**config.mk**
```make
export PLATFORM = sky130hd
export DESIGN_NAME = burst_line_reader
export DESIGN_NICKNAME = d
export VERILOG_FILES = /design/src/rtl/blr_pkg.sv /design/src/rtl/blr_in_stage.sv /design/src/rtl/blr_clk_gen.sv /design/src/rtl/blr_capture.sv /design/src/rtl/burst_line_reader.sv
export SDC_FILE = /design/constraint.sdc
export NUM_CORES = 1
export LEC_CHECK = 0
export BUFFER_PORTS_ARGS = -buffer_cell sky130_fd_sc_hd__buf_2
export CAP_MARGIN = 5
export CORE_UTILIZATION = 25
export DETAILED_ROUTE_END_ITERATION = 7
export PLACE_DENSITY = 0.48
export SYNTH_ARGS = -nofsm -noshare
export SYNTH_HDL_FRONTEND = slang
export SYNTH_SLANG_ARGS = --single-unit
```
**constraint.sdc**
```tcl
create_clock -name clk -period 3.3 [get_ports clk]
set_input_delay 0.33 -clock clk [delete_from_list [all_inputs] [get_ports clk]]
set_output_delay 0.33 -clock clk [all_outputs]
set_load 0.02 [all_outputs]
```
**src/rtl/blr_pkg.sv**
```systemverilog
package blr_pkg;
   typedef enum logic [1:0] {
      ST_IDLE = 2'd0,
      ST_WAIT = 2'd1,
      ST_CAPT = 2'd2
   } blr_state_e;
endpackage

```
**src/rtl/blr_in_stage.sv**
```systemverilog
module blr_in_stage #(
   parameter int W      = 9,
   parameter bit IN_REG = 1'b0
) (
   input  logic         clk,
   input  logic         rst_n,
   input  logic [W-1:0] d_i,
   output logic [W-1:0] q_o
);
   generate
      if (IN_REG) begin : g_reg
         logic [W-1:0] s1_q, s2_q;
         always_ff @(posedge clk or negedge rst_n) begin
            if (!rst_n) begin
               s1_q <= '0;
               s2_q <= '0;
            end else begin
               s1_q <= d_i;
               s2_q <= s1_q;
            end
         end
         assign q_o = s2_q;
      end else begin : g_pass
         assign q_o = d_i;
      end
   endgenerate
endmodule

```
**src/rtl/blr_clk_gen.sv**
```systemverilog
module blr_clk_gen #(
   parameter int ACC_W = 32
) (
   input  logic             clk,
   input  logic             rst_n,
   input  logic             run_i,
   input  logic             load_i,
   input  logic [ACC_W-1:0] inc_i,
   output logic             clk_o
);
   logic [ACC_W-1:0] acc_q;

   always_ff @(posedge clk or negedge rst_n) begin
      if (!rst_n)                acc_q <= '0;
      else if (!run_i || load_i) acc_q <= '0;
      else                       acc_q <= acc_q + inc_i;
   end

   assign clk_o = acc_q[ACC_W-1];
endmodule

```
**src/rtl/blr_capture.sv**
```systemverilog
module blr_capture
   import blr_pkg::*;
#(
   parameter int DW          = 8,
   parameter int BURST_LEN   = 512,
   parameter int TO_W        = 16,
   parameter bit SAMPLE_SKEW = 1'b0,
   localparam int IDX_W      = $clog2(BURST_LEN),
   localparam int ADDR_W     = IDX_W + 2
) (
   input  logic              clk,
   input  logic              rst_n,
   input  logic              start_i,
   input  logic [1:0]        quarter_i,
   input  logic [TO_W-1:0]   timeout_i,
   input  logic              strobe_i,
   input  logic [DW-1:0]     data_i,
   output logic              busy_o,
   output logic              run_o,
   output logic              load_o,
   output logic              done_o,
   output logic              err_o,
   output logic              wr_en_o,
   output logic [ADDR_W-1:0] wr_addr_o,
   output logic [DW-1:0]     wr_data_o
);
   localparam logic [IDX_W-1:0] LAST_IDX = IDX_W'(BURST_LEN - 1);
   localparam logic [1:0]       GAP_INIT = SAMPLE_SKEW ? 2'd2 : 2'd1;

   blr_state_e       state_q;
   logic [1:0]       quarter_q;
   logic [IDX_W-1:0] idx_q;
   logic [1:0]       gap_q;
   logic [TO_W-1:0]  tcnt_q;

   logic accept, finish, abort;

   always_comb begin
      accept = (state_q == ST_IDLE) && start_i;
      finish = (state_q == ST_CAPT) && (gap_q == 2'd0) && (idx_q == LAST_IDX);
      abort  = (state_q == ST_WAIT) && !strobe_i && (tcnt_q == timeout_i - 1'b1);
   end

   assign busy_o = (state_q != ST_IDLE);
   assign load_o = accept;
   assign run_o  = accept || (busy_o && !finish && !abort);

   always_ff @(posedge clk or negedge rst_n) begin
      if (!rst_n) begin
         state_q   <= ST_IDLE;
         quarter_q <= '0;
         idx_q     <= '0;
         gap_q     <= '0;
         tcnt_q    <= '0;
         done_o    <= 1'b0;
         err_o     <= 1'b0;
         wr_en_o   <= 1'b0;
         wr_addr_o <= '0;
         wr_data_o <= '0;
      end else begin
         done_o  <= 1'b0;
         err_o   <= 1'b0;
         wr_en_o <= 1'b0;
         unique case (state_q)
            ST_IDLE: begin
               if (start_i) begin
                  state_q   <= ST_WAIT;
                  quarter_q <= quarter_i;
                  idx_q     <= '0;
                  tcnt_q    <= '0;
               end
            end
            ST_WAIT: begin
               if (strobe_i) begin
                  state_q <= ST_CAPT;
                  gap_q   <= GAP_INIT;
               end else if (abort) begin
                  state_q <= ST_IDLE;
                  err_o   <= 1'b1;
               end else begin
                  tcnt_q <= tcnt_q + 1'b1;
               end
            end
            ST_CAPT: begin
               if (gap_q != 2'd0) begin
                  gap_q <= gap_q - 1'b1;
               end else begin
                  wr_en_o   <= 1'b1;
                  wr_addr_o <= {quarter_q, idx_q};
                  wr_data_o <= data_i;
                  gap_q     <= 2'd1;
                  if (finish) begin
                     done_o  <= 1'b1;
                     state_q <= ST_IDLE;
                  end else begin
                     idx_q <= idx_q + 1'b1;
                  end
               end
            end
            default: state_q <= ST_IDLE;
         endcase
      end
   end
endmodule

```
**src/rtl/burst_line_reader.sv**
```systemverilog
module burst_line_reader #(
   parameter int DW          = 8,
   parameter int ACC_W       = 32,
   parameter int BURST_LEN   = 512,
   parameter int BUF_DEPTH   = 2048,
   parameter int TO_W        = 16,
   parameter bit SAMPLE_SKEW = 1'b0,
   parameter bit IN_REG      = 1'b0
) (
   input  logic                         clk,
   input  logic                         rst_n,
   input  logic                         start_i,
   input  logic [1:0]                   row_sel_i,
   input  logic [ACC_W-1:0]             clk_inc_i,
   input  logic [TO_W-1:0]              timeout_i,
   output logic                         busy_o,
   output logic                         done_o,
   output logic                         err_o,
   output logic                         dq_oe_o,
   input  logic [DW-1:0]                dq_i,
   input  logic                         rwds_i,
   output logic                         mem_clk_o,
   output logic                         wr_en_o,
   output logic [$clog2(BUF_DEPTH)-1:0] wr_addr_o,
   output logic [DW-1:0]                wr_data_o
);
   localparam int ADDR_W = $clog2(BUF_DEPTH);

   generate
      if (BUF_DEPTH != 4 * BURST_LEN) begin : g_bad_depth
         $error("BUF_DEPTH must hold exactly four bursts");
      end
      if ((BURST_LEN < 2) || ((BURST_LEN & (BURST_LEN - 1)) != 0)) begin : g_bad_len
         $error("BURST_LEN must be a power of two of at least 2");
      end
      if (ACC_W < 2) begin : g_bad_acc
         $error("ACC_W must be at least 2");
      end
   endgenerate

   logic [DW:0] in_raw, in_sync;
   logic        run, load;

   assign in_raw = {rwds_i, dq_i};

   blr_in_stage #(.W(DW + 1), .IN_REG(IN_REG)) u_in (
      .clk   (clk),
      .rst_n (rst_n),
      .d_i   (in_raw),
      .q_o   (in_sync)
   );

   blr_capture #(
      .DW          (DW),
      .BURST_LEN   (BURST_LEN),
      .TO_W        (TO_W),
      .SAMPLE_SKEW (SAMPLE_SKEW)
   ) u_cap (
      .clk       (clk),
      .rst_n     (rst_n),
      .start_i   (start_i),
      .quarter_i (row_sel_i),
      .timeout_i (timeout_i),
      .strobe_i  (in_sync[DW]),
      .data_i    (in_sync[DW-1:0]),
      .busy_o    (busy_o),
      .run_o     (run),
      .load_o    (load),
      .done_o    (done_o),
      .err_o     (err_o),
      .wr_en_o   (wr_en_o),
      .wr_addr_o (wr_addr_o[ADDR_W-1:0]),
      .wr_data_o (wr_data_o)
   );

   blr_clk_gen #(.ACC_W(ACC_W)) u_clk (
      .clk    (clk),
      .rst_n  (rst_n),
      .run_i  (run),
      .load_i (load),
      .inc_i  (clk_inc_i),
      .clk_o  (mem_clk_o)
   );

   assign dq_oe_o = !busy_o;
endmodule

```
== Yosys cells after proc, flatten, opt, wreduce, memory -nomap -nowiden ==
Cells that the tools add are included.

* Bits in registers: 85
* Latch bits: 0
* Memory bits (writable): 0
* Bits in read-only memories: 0
* Input port bits: 62
* Output and inout bits: 25
* Word-level logic and storage cells: 82
* Memories kept: 0

* Add/subtract/negate cells: 5
* Multiply operators: 0
* Divide/modulo/power cells: 0
* Magnitude comparators: 0
* Equal/unequal tests: 12
* Shift operators: 0
* Muxes and demuxes: 26
* Bitwise gates (word level): 1
* Reductions and logical operators: 27

{| class="wikitable"
|+ Operators with widths
! cell !! number
|-
| 2-to-1 mux 16 bit || 3
|-
| adder 32 bit || 1
|-
| 2-to-1 mux 32 bit || 1
|-
| one-hot mux 16 bit (2 select lines) || 1
|-
| 2-to-1 mux 9 bit || 3
|-
| one-hot mux 9 bit (2 select lines) || 1
|-
| adder 16 x 1 -> 16 bit (second input constant) || 1
|-
| == test 16 bit || 1
|-
| subtractor 16 x 1 -> 16 bit (second input constant) || 1
|-
| 2-to-1 mux 2 bit || 7
|-
| inequality test 2 bit (second input constant) || 6
|-
| AND reduction 4 bit || 3
|-
| nonzero test 2 bit || 5
|-
| adder 9 x 1 -> 9 bit (second input constant) || 1
|-
| == test 9 bit (second input constant) || 1
|-
| 2-to-1 mux 1 bit || 8
|-
| logical AND 1 bit || 7
|-
| one-hot mux 2 bit (3 select lines) || 1
|-
| AND reduction 2 bit || 3
|-
| zero test 1 bit || 5
|-
| zero test 2 bit || 2
|-
| one-hot mux 2 bit (2 select lines) || 1
|-
| inequality test 3 x 2 -> 1 bit (second input constant) || 1
|-
| == test 2 x 1 -> 1 bit (second input constant) || 1
|-
| 5 further kinds || 6
|}

== Depth between registers and ports, before layout ==
Gate-level depths: netlist (run 1).

* Depth after elaboration: 10
* Mapped depth: 11
* Gate-level depth less buffers: 10

== By module ==
A second synthesis (run 1) with hierarchy kept.

* Cell total of the unflattened synthesis: 649
* Area total of the unflattened synthesis: 5,851.9 sq um

{| class="wikitable"
|+ Modules (own cells, without submodules)
! module !! instances !! cells each !! area each (sq um) !! seq. area each (sq um)
|-
| blr_clk_gen || 1 || 357 || 2,905.3 || 800.8
|-
| blr_capture || 1 || 282 || 2,875.3 || 1,326.3
|-
| blr_in_stage || 1 || 9 || 67.6 || 0.0
|-
| burst_line_reader || 1 || 1 || 3.8 || 0.0
|}

== Worst setup path before layout (run 1) ==
No wires, ideal clock.

* Path kind: input -> register
* Start point: input port timeout_i[0]
* End point: register u_cap.tcnt_q[1]
* Library setup time: 0.120 ns
* Arrival: 2.685 ns
* Required time: 3.180 ns
* Path slack: 0.494 ns
* Stages: 10
* Buffers on the path: 0
* Path through: inv_1 -> ha_1 -> or3b_4 -> or4_1 -> a21boi_1 -> o211ai_1 -> nor4b_4 -> a21o_2 -> nand2_1 -> a31o_2

* Word-level cells in the longest chain between the ends: 5

{| class="wikitable"
|+ RTL lines
! item !! RTL line !! source
|-
| from (decl) || burst_line_reader.sv:15 || <nowiki>input logic [TO_W-1:0] timeout_i,</nowiki>
|-
| subtractor 16 x 1 -> 16 bit || blr_capture.sv:41 || <nowiki>abort = (state_q == ST_WAIT) && !strobe_i && (tcnt_q == timeout_i - 1'b1);</nowiki>
|-
| == test 16 bit || blr_capture.sv:41 ||
|-
| logical AND 1 bit || blr_capture.sv:41 ||
|-
| inequality test 2 bit (no line) || - ||
|-
| AND reduction 4 bit (no line) || - ||
|-
| to (signal assigned) || blr_capture.sv:81 || <nowiki>tcnt_q <= tcnt_q + 1'b1;</nowiki>
|-
| to (decl) || blr_capture.sv:34 || <nowiki>logic [TO_W-1:0] tcnt_q;</nowiki>
|}

No other way between the ends.
A chain may end at the register's enable or synchronous reset.

== Worst setup path in the final report (run 1) ==
* Start point: register u_clk.acc_q[0]
* End point: register u_clk.acc_q[28]

* Word-level cells in the longest chain between the ends: 2

{| class="wikitable"
|+ RTL lines
! item !! RTL line !! source
|-
| from (decl) || blr_clk_gen.sv:11 || <nowiki>logic [ACC_W-1:0] acc_q;</nowiki>
|-
| from (signal assigned) || blr_clk_gen.sv:16 || <nowiki>else acc_q <= acc_q + inc_i;</nowiki>
|-
| adder 32 bit || blr_clk_gen.sv:16 ||
|-
| 2-to-1 mux 32 bit || blr_clk_gen.sv:15 || <nowiki>else if (!run_i || load_i) acc_q <= '0;</nowiki>
|}

No other way between the ends.

==> out/results.tsv, run 1 <==
stage	metric	value	unit
synth	Synth cell types	62	
floorplan	die height	151	um
worst_setup_path	CP Launch Type	flop	
worst_setup_path	R2R depth	10	
worst_hold_path	Hold Startpoint	row_sel_i[1]	
routing	ANT nets after route	0	
synth	Post-Syn Instances	600	
routing	DR WL/cell	13.9	um
pwr	worst vdd ir	235	uV
clocking	CTS resizes	0	
timing	Tmin final	2940	ps
routing	1st-iter DRT viols	146	
floorplan	Cell Rows	54	
routing	DRC	0	
clocking	# H-tree levels	3	
worst_hold_path	WHS Path Cells	3	
worst_setup_path	crit end category	flop	
synth	Ys Warns	0	
timing	Worst Tran Pin Value	845	ps
worst_setup_path	R2R Path End	u_clk.acc_q[28]$_DFF_PN0_	
worst_setup_path	CP max FO	3	
run_status	status	finished, final reports clean	
synth	Post-Syn Area	0.00554	mm^2
layout	multi-input logic area	0.00327	mm^2
placement	RD Place Congestion	0.760	
timing	Final Setup Violations	0	
global_routing	first-pass GRT wire length	22600	um
placement	Placed Area	0.00631	mm^2
run	total of max-cap violations	0	
synth	Yosys top cell by area	dfrtp_1	
timing	max-slew violation count	0	
synth	Synth top area share	38.4	%
timing	Slew HR	43.6	%
synth	Avg Cell Area, Syn	9.23	um^2
clocking	CTS tree	built	
pwr	leakage	3.01	nW
clocking	clock latency on the worst-skew pair	350	ps
timing	Tcrit/Tclk final	89.1	%
timing	TNS Setup	0	ps
pwr	Power, Total	4.49	mW
synth	Mapped Nets	698	
synth	Primary FF master, synth	dfrtp_1	
layout	storage element area	0.00213	mm^2
global_routing	all-layer global routing usage	12.6	%
layout	Final Core Density	30.4	%
worst_hold_path	worst hold endpoint	u_cap.quarter_q[1]$_DFFE_PN0P_	
routing	number of iterations in the first detailed-routing pass	4	
global_routing	antenna violations before repair	0	
clocking	CTS buffer count	9	
worst_setup_path	FF-to-FF Start	u_clk.acc_q[0]$_DFF_PN0_	
synth	Async SR Flop Fraction	100	%
layout	fin area	0.00662	mm^2
worst_setup_path	CP Data Arrival Time	3210	ps
routing	WL final	13500	um
global_routing	largest net degree at the start of global routing	33	
routing	via count	4593	
layout	final net count	786	
synth	synthesis-stage register bit count	85	
clocking	Clock Tree Root	clkbuf_16	
placement	Post-DP HPWL	10100	um
synth	register area share after synthesis	38.4	%
clocking	clock sinks	85	
worst_setup_path	Worst R2R Setup Slack	360	ps
timing	WHS	162	ps
worst_hold_path	Hold Path Class	primary input to flop	
clocking	Worst-path clk slew	70	ps
layout	Fillers	2337	
clocking	Clock Path Buffers	2	
global_routing	vias in the first global route	4402	
layout	Area growth syn-to-layout	19.6	%
floorplan	die width	151	um
timing	Max Fclk	340	MHz
worst_setup_path	Crit Path Category	flop to flop	
timing	Final Hold Viols	0	
layout	# diodes	0	
floorplan	Initial Util	25.4	%
timing	unrepaired setup endpoints after global routing	no	
routing	Via density	4.72	
synth	Synth area leaders	dfrtp_1 (38%), ha_1 (7.9%), nor2_1 (4.5%), mux2_2 (4.3%), xnor2_1 (4.1%)	
floorplan	I/O pin count	87	
placement	port bufs	86	
timing	Worst Clk Skew	8.91	ps
floorplan	die area	0.0227	mm^2
worst_setup_path	Crit path required time	3570	ps
synth	number of flops mapped to enable cells by yosys	0	
pwr	PwrDens	678	mW/mm^2
global_routing	GRT overflow	0	
floorplan	floorplan core area	0.0218	mm^2
layout	share of layout cells above drive strength 1	21.1	%
-- synthesized netlist by cell type, drive strengths merged, types with 6 or more instances --
cell	instances
a211oi	6
a21o	16
a21oi	38
a31oi	7
and3	11
buf	6
clkbuf	11
dfrtp	85
ha	35
inv	16
mux2	21
mux2i	7
nand2	45
nand2b	12
nand3	25
nor2	67
nor2b	7
nor3	14
nor4	6
o211ai	6
o21ai	37
o21bai	6
o31ai	7
or4	6
xnor2	26
xor2	25
-- final cells by class --
type	instances	share of cell area, %
timing repair buffer	94	7.67
tap	280	5.29
clock buffer	9	3.40
sequential	85	32.1
clock inverter	7	1.19
multi-input combinational	482	49.4
inverter	16	0.907
-- power by group --
part,switching [mW],leakage (nW),internal [mW]
clock,0.469,0.151,0.598
combinational,1.19,1.80,0.898
sequential,0.0626,1.06,1.27
-- worst max-delay path by stage --
stage | from | endpoint | slack [ps] | depth (start not counted)
after global routing | u_clk.acc_q[14]$_DFF_PN0_ | u_clk.acc_q[31]$_DFF_PN0_ | 70 | 9
after global placement | timeout_i[0] | u_cap.tcnt_q[1]$_DFFE_PN0P_ | 130 | 11
after floorplan | timeout_i[0] | u_cap.tcnt_q[1]$_DFFE_PN0P_ | 490 | 10
after detailed placement | timeout_i[0] | u_cap.tcnt_q[1]$_DFFE_PN0P_ | 80 | 11
after CTS | u_clk.acc_q[0]$_DFF_PN0_ | u_clk.acc_q[28]$_DFF_PN0_ | 310 | 10
final | u_clk.acc_q[0]$_DFF_PN0_ | u_clk.acc_q[28]$_DFF_PN0_ | 360 | 10
-- metrics by stage --
step,worst slack (ps),cells
after global placement,132,956
after floorplan,494,600
after global routing,67.7,973
final,361,973
after detailed placement,77.4,956
after CTS,312,973
-- metal layers --
metal	up-vias	part of all wire (%)	wire length (um)	track usage, %
li1	2349	-	-	-
met1	2150	49	6630	17.2
met2	82	46	6200	20.1
met3	12	4.1	554	2.77
met4	0	0.97	131	3.35
met5	-	0	0	0
-- sequential cells by signal, summed over array words and instances, names as in the netlist --
signal           cells
u_cap.state_q        2
u_cap.quarter_q      2
u_cap.done_o         1
u_cap.idx_q          9
u_cap.wr_addr_o     11
u_cap.wr_en_o        1
u_cap.gap_q          2
u_cap.err_o          1
u_clk.acc_q         32
u_cap.tcnt_q        16
u_cap.wr_data_o      8
-- repair_timing --
action | 4_1_cts | 5_1_grt
buffers inserted | 0 | 0
hold buffers | 1 | 0
endpoints found under the hold margin | 25 | 0
-- cells by family (layout without fill, tap and decap cells) --
kind of cell | count (synthesis) | after routing | share of synthesized area (%)
AO/OA/AOI/OAI | 147 | 147 | 17.0
AND/OR/NAND/NOR | 220 | 220 | 20.2
multiplexers | 28 | 28 | 5.54
XOR/XNOR | 51 | 51 | 8.07
adder cells (fa/ha/maj) | 36 | 36 | 8.27
flip-flops | 85 | 85 | 38.4
buffers and inverters | 33 | 126 | 2.51
-- worst max-delay path: stages (launching register included) --
cell and delay [ps]:
dfrtp_1 370, ha_1 200, fa_1 430, a211oi_1 320
o21a_1 190, o21ai_0 130, a31oi_1 280, o21a_1 240
o21ai_0 140, a2111o_1 440, a21oi_1 130
-- layout by cell type (no fill, tap or decap), types with 9 or more instances in the layout --
cell,synthesis,routed
buf_2,0,85
dfrtp_1,85,85
nor2_1,67,66
nand2_1,45,45
o21ai_0,37,37
a21oi_1,37,37
ha_1,35,35
xnor2_1,26,26
nand3_1,25,25
xor2_1,25,25
mux2_2,21,21
inv_1,16,16
a21o_1,15,15
nor3_1,13,13
nand2b_1,12,12
and3_1,11,11
clkbuf_16,0,9
(Power assumes the default switching activity.)
==> run 2: changes to the inputs <==
--- a/config.mk
+++ b/config.mk
@@ -5,7 +5,7 @@
 export SDC_FILE = /design/constraint.sdc
 export NUM_CORES = 1
 export LEC_CHECK = 0
-export BUFFER_PORTS_ARGS = -buffer_cell sky130_fd_sc_hd__buf_2
+export BUFFER_PORTS_ARGS = -buffer_cell sky130_fd_sc_hd__clkbuf_2
 export CAP_MARGIN = 5
 export CORE_UTILIZATION = 25
 export DETAILED_ROUTE_END_ITERATION = 7
==> constraint.sdc (replaced) <==
create_clock -name clk -period 3.3 [get_ports clk]
set_input_delay 0.165 -clock clk [delete_from_list [all_inputs] [get_ports clk]]
set_output_delay 0.165 -clock clk [all_outputs]
set_load 0.02 [all_outputs]
==> run 2 against run 1 <==
Routed wire length increased by 0.19%; first-iteration DRC count fell by 18%; final cell count is 0.21% higher; sequential power about the same; highest routed layer unchanged; worst hold slack lost 120 ps; sequential share of layout area decreased by 0.10 points.
==> out/results.tsv, run 2 (synthesized netlist as in run 1, its figures left out) <==
stage	metric	value	unit	change
timing	Final Setup Violations	0		unchanged
global_routing	all-layer global routing usage	12.5	%	-0.14 points
placement	Placed Area	0.00631	mm^2	+0.12%
layout	Largest register FFs	32		unchanged
floorplan	Initial Util	25.4	%	unchanged
timing	Tmin final	2810	ps	-125 ps
routing	DRC	0		unchanged
pwr	worst vdd ir	334	uV	+42%
layout	fin area	0.00664	mm^2	+0.32%
worst_setup_path	Crit Path Category	flop to flop		
global_routing	largest net degree at the start of global routing	70		+110%
layout	Area growth syn-to-layout	20.0	%	
routing	ANT nets after route	0		unchanged
pwr	PwrDens	676	mW/mm^2	-0.23%
floorplan	I/O pin count	87		unchanged
layout	Regs by FF count	u_clk.acc_q (32), u_cap.tcnt_q (16), u_cap.wr_addr_o (11)		
global_routing	antenna violations before repair	0		unchanged
worst_setup_path	CP cell instances	ha_1, fa_1, a211oi_1, o21a_1, o21ai_0, a31oi_1, o21a_1, o21ai_0, a2111o_1, a21oi_1		
layout	Most flops, register	u_clk.acc_q		
floorplan	Cell Rows	54		unchanged
routing	DR WL/cell	13.9	um	about the same
timing	Max Fclk	355	MHz	+4.4%
pwr	internal power	2.78	mW	+0.49%
global_routing	GRT overflow	0		unchanged
layout	commonest non-fill, non-tap cells in the layout	clkbuf_2 (85), dfrtp_1 (85), nor2_1 (66)		
pwr	Switching Power	1.71	mW	-0.56%
worst_setup_path	CP Launch Type	flop		
timing	Worst Tran Pin Value	938	ps	+93.2 ps
worst_hold_path	Hold Path Class	primary input to flop		
placement	Post-DP HPWL	10100	um	-0.84%
clocking	clock latency on the worst-skew pair	350	ps	about the same
clocking	CTS buffer count	9		unchanged
run	total of max-cap violations	0		unchanged
timing	TNS Setup	0	ps	unchanged
global_routing	vias in the first global route	4398		-0.091%
layout	final net count	788		+0.25%
timing	Tcrit/Tclk final	85.3	%	-3.8 points
layout	Final Core Density	30.5	%	+0.098 points
worst_setup_path	Worst path top cell family by delay	compound AO/OA/AOI/OAI gates		
routing	number of iterations in the first detailed-routing pass	4		unchanged
clocking	Clock Path Buffers	2		unchanged
worst_setup_path	Buf+Inv Stages, Crit Path	0		unchanged
clocking	Worst-path clk slew	70	ps	about the same
placement	DP Worst Slack	275	ps	+198 ps
clocking	CTS resizes	0		unchanged
pwr	Switching Share	38.1	%	-0.25 points
worst_setup_path	CP Data Arrival Time	3090	ps	-120 ps
timing	Slew HR	37.4	%	-6.2 points
worst_setup_path	crit end category	flop		
timing	Setup WS post-layout	486	ps	+125 ps
floorplan	die area	0.0227	mm^2	unchanged
pwr	Sequential Power Share	29.8	%	about the same
layout	share of layout cells above drive strength 1	21.2	%	+0.083 points
timing	max-slew violation count	0		unchanged
placement	port bufs	86		unchanged
run_status	status	finished, final reports clean		
worst_setup_path	Worst R2R Setup Slack	490	ps	+120 ps
floorplan	floorplan core area	0.0218	mm^2	unchanged
clocking	clock sinks	85		unchanged
routing	WL final	13500	um	+0.19%
global_routing	first-pass GRT wire length	22200	um	-1.7%
routing	Via density	4.72		about the same
routing	1st-iter DRT viols	120		-18%
layout	# diodes	0		unchanged
timing	Final Hold Viols	0		unchanged
routing	via count	4603		+0.22%
floorplan	die height	151	um	unchanged
pwr	leakage	3.03	nW	+0.64%
placement	RD Place Congestion	0.768		+1.0%
worst_setup_path	CP max FO	3		unchanged
pwr	Gate power share	46.4	%	about the same
clocking	CTS tree	built		
timing	unrepaired setup endpoints after global routing	no		
clocking	# H-tree levels	3		unchanged
worst_setup_path	Crit path required time	3580	ps	about the same
worst_setup_path	CP peak stage delay	440	ps	about the same
pwr	Clk pwr share	23.8	%	about the same
clocking	Clock Tree Root	clkbuf_16		
worst_setup_path	Worst path slowest cell	fa_1		
floorplan	die width	151	um	unchanged
pwr	Power, Total	4.49	mW	about the same
timing	Worst Clk Skew	11.5	ps	+2.57 ps
## run 2: power by group through the flow
stage	clock [mW]	combinational, mW	sequential, mW
CTS	1.12	2.09	1.34
floorplan	0	1.62	1.36
detailed placement	0	2.07	1.36
global route	1.15	2.38	1.37
global placement	0	2.09	1.36
finish	1.07	2.08	1.34
## run 2: metrics by stage
stage                     std cells  hold WS (ps)
after floorplan                 600          -131
after global placement          957           364
after detailed placement        957           372
after CTS                       975          24.6
after global routing            975          29.8
final                           975          42.3
## run 2: final cells by class
class                   instances  area, um^2
fillers                      2352       15100
multi-input cells             482        3270
flip-flops and latches         85        2130
repair buffers                 96         526
well taps                     280         350
clock buffers                  10         239
clock inverters                 6        68.8
inverters                      16        60.1
## run 2: per-layer routing
layer	up-vias	wire [um]	global-route usage (%)
met2	75	6340	20.5
met4	0	101	3.25
li1	2352	-	-
met5	-	0	0
met1	2168	6620	16.5
met3	8	485	2.77
## run 2: worst paths after layout
check                                               start                              to  cells past startpoint
min                                               dq_i[4]  u_cap.wr_data_o[4]$_DFFE_PN0P_                      2
min reg2reg                u_cap.quarter_q[1]$_DFFE_PN0P_  u_cap.quarter_q[1]$_DFFE_PN0P_                      2
max reg2reg                      u_clk.acc_q[0]$_DFF_PN0_       u_clk.acc_q[28]$_DFF_PN0_                     10
max                              u_clk.acc_q[0]$_DFF_PN0_       u_clk.acc_q[28]$_DFF_PN0_                     10
min in group asynchronous                           rst_n       u_clk.acc_q[14]$_DFF_PN0_                      2
max in group asynchronous                           rst_n        u_clk.acc_q[2]$_DFF_PN0_                      3
## run 2: timing repair
action                                 CTS  global route
setup buffers                            0             0
endpoints found under the hold margin    4             0
hold buffers                             2             0
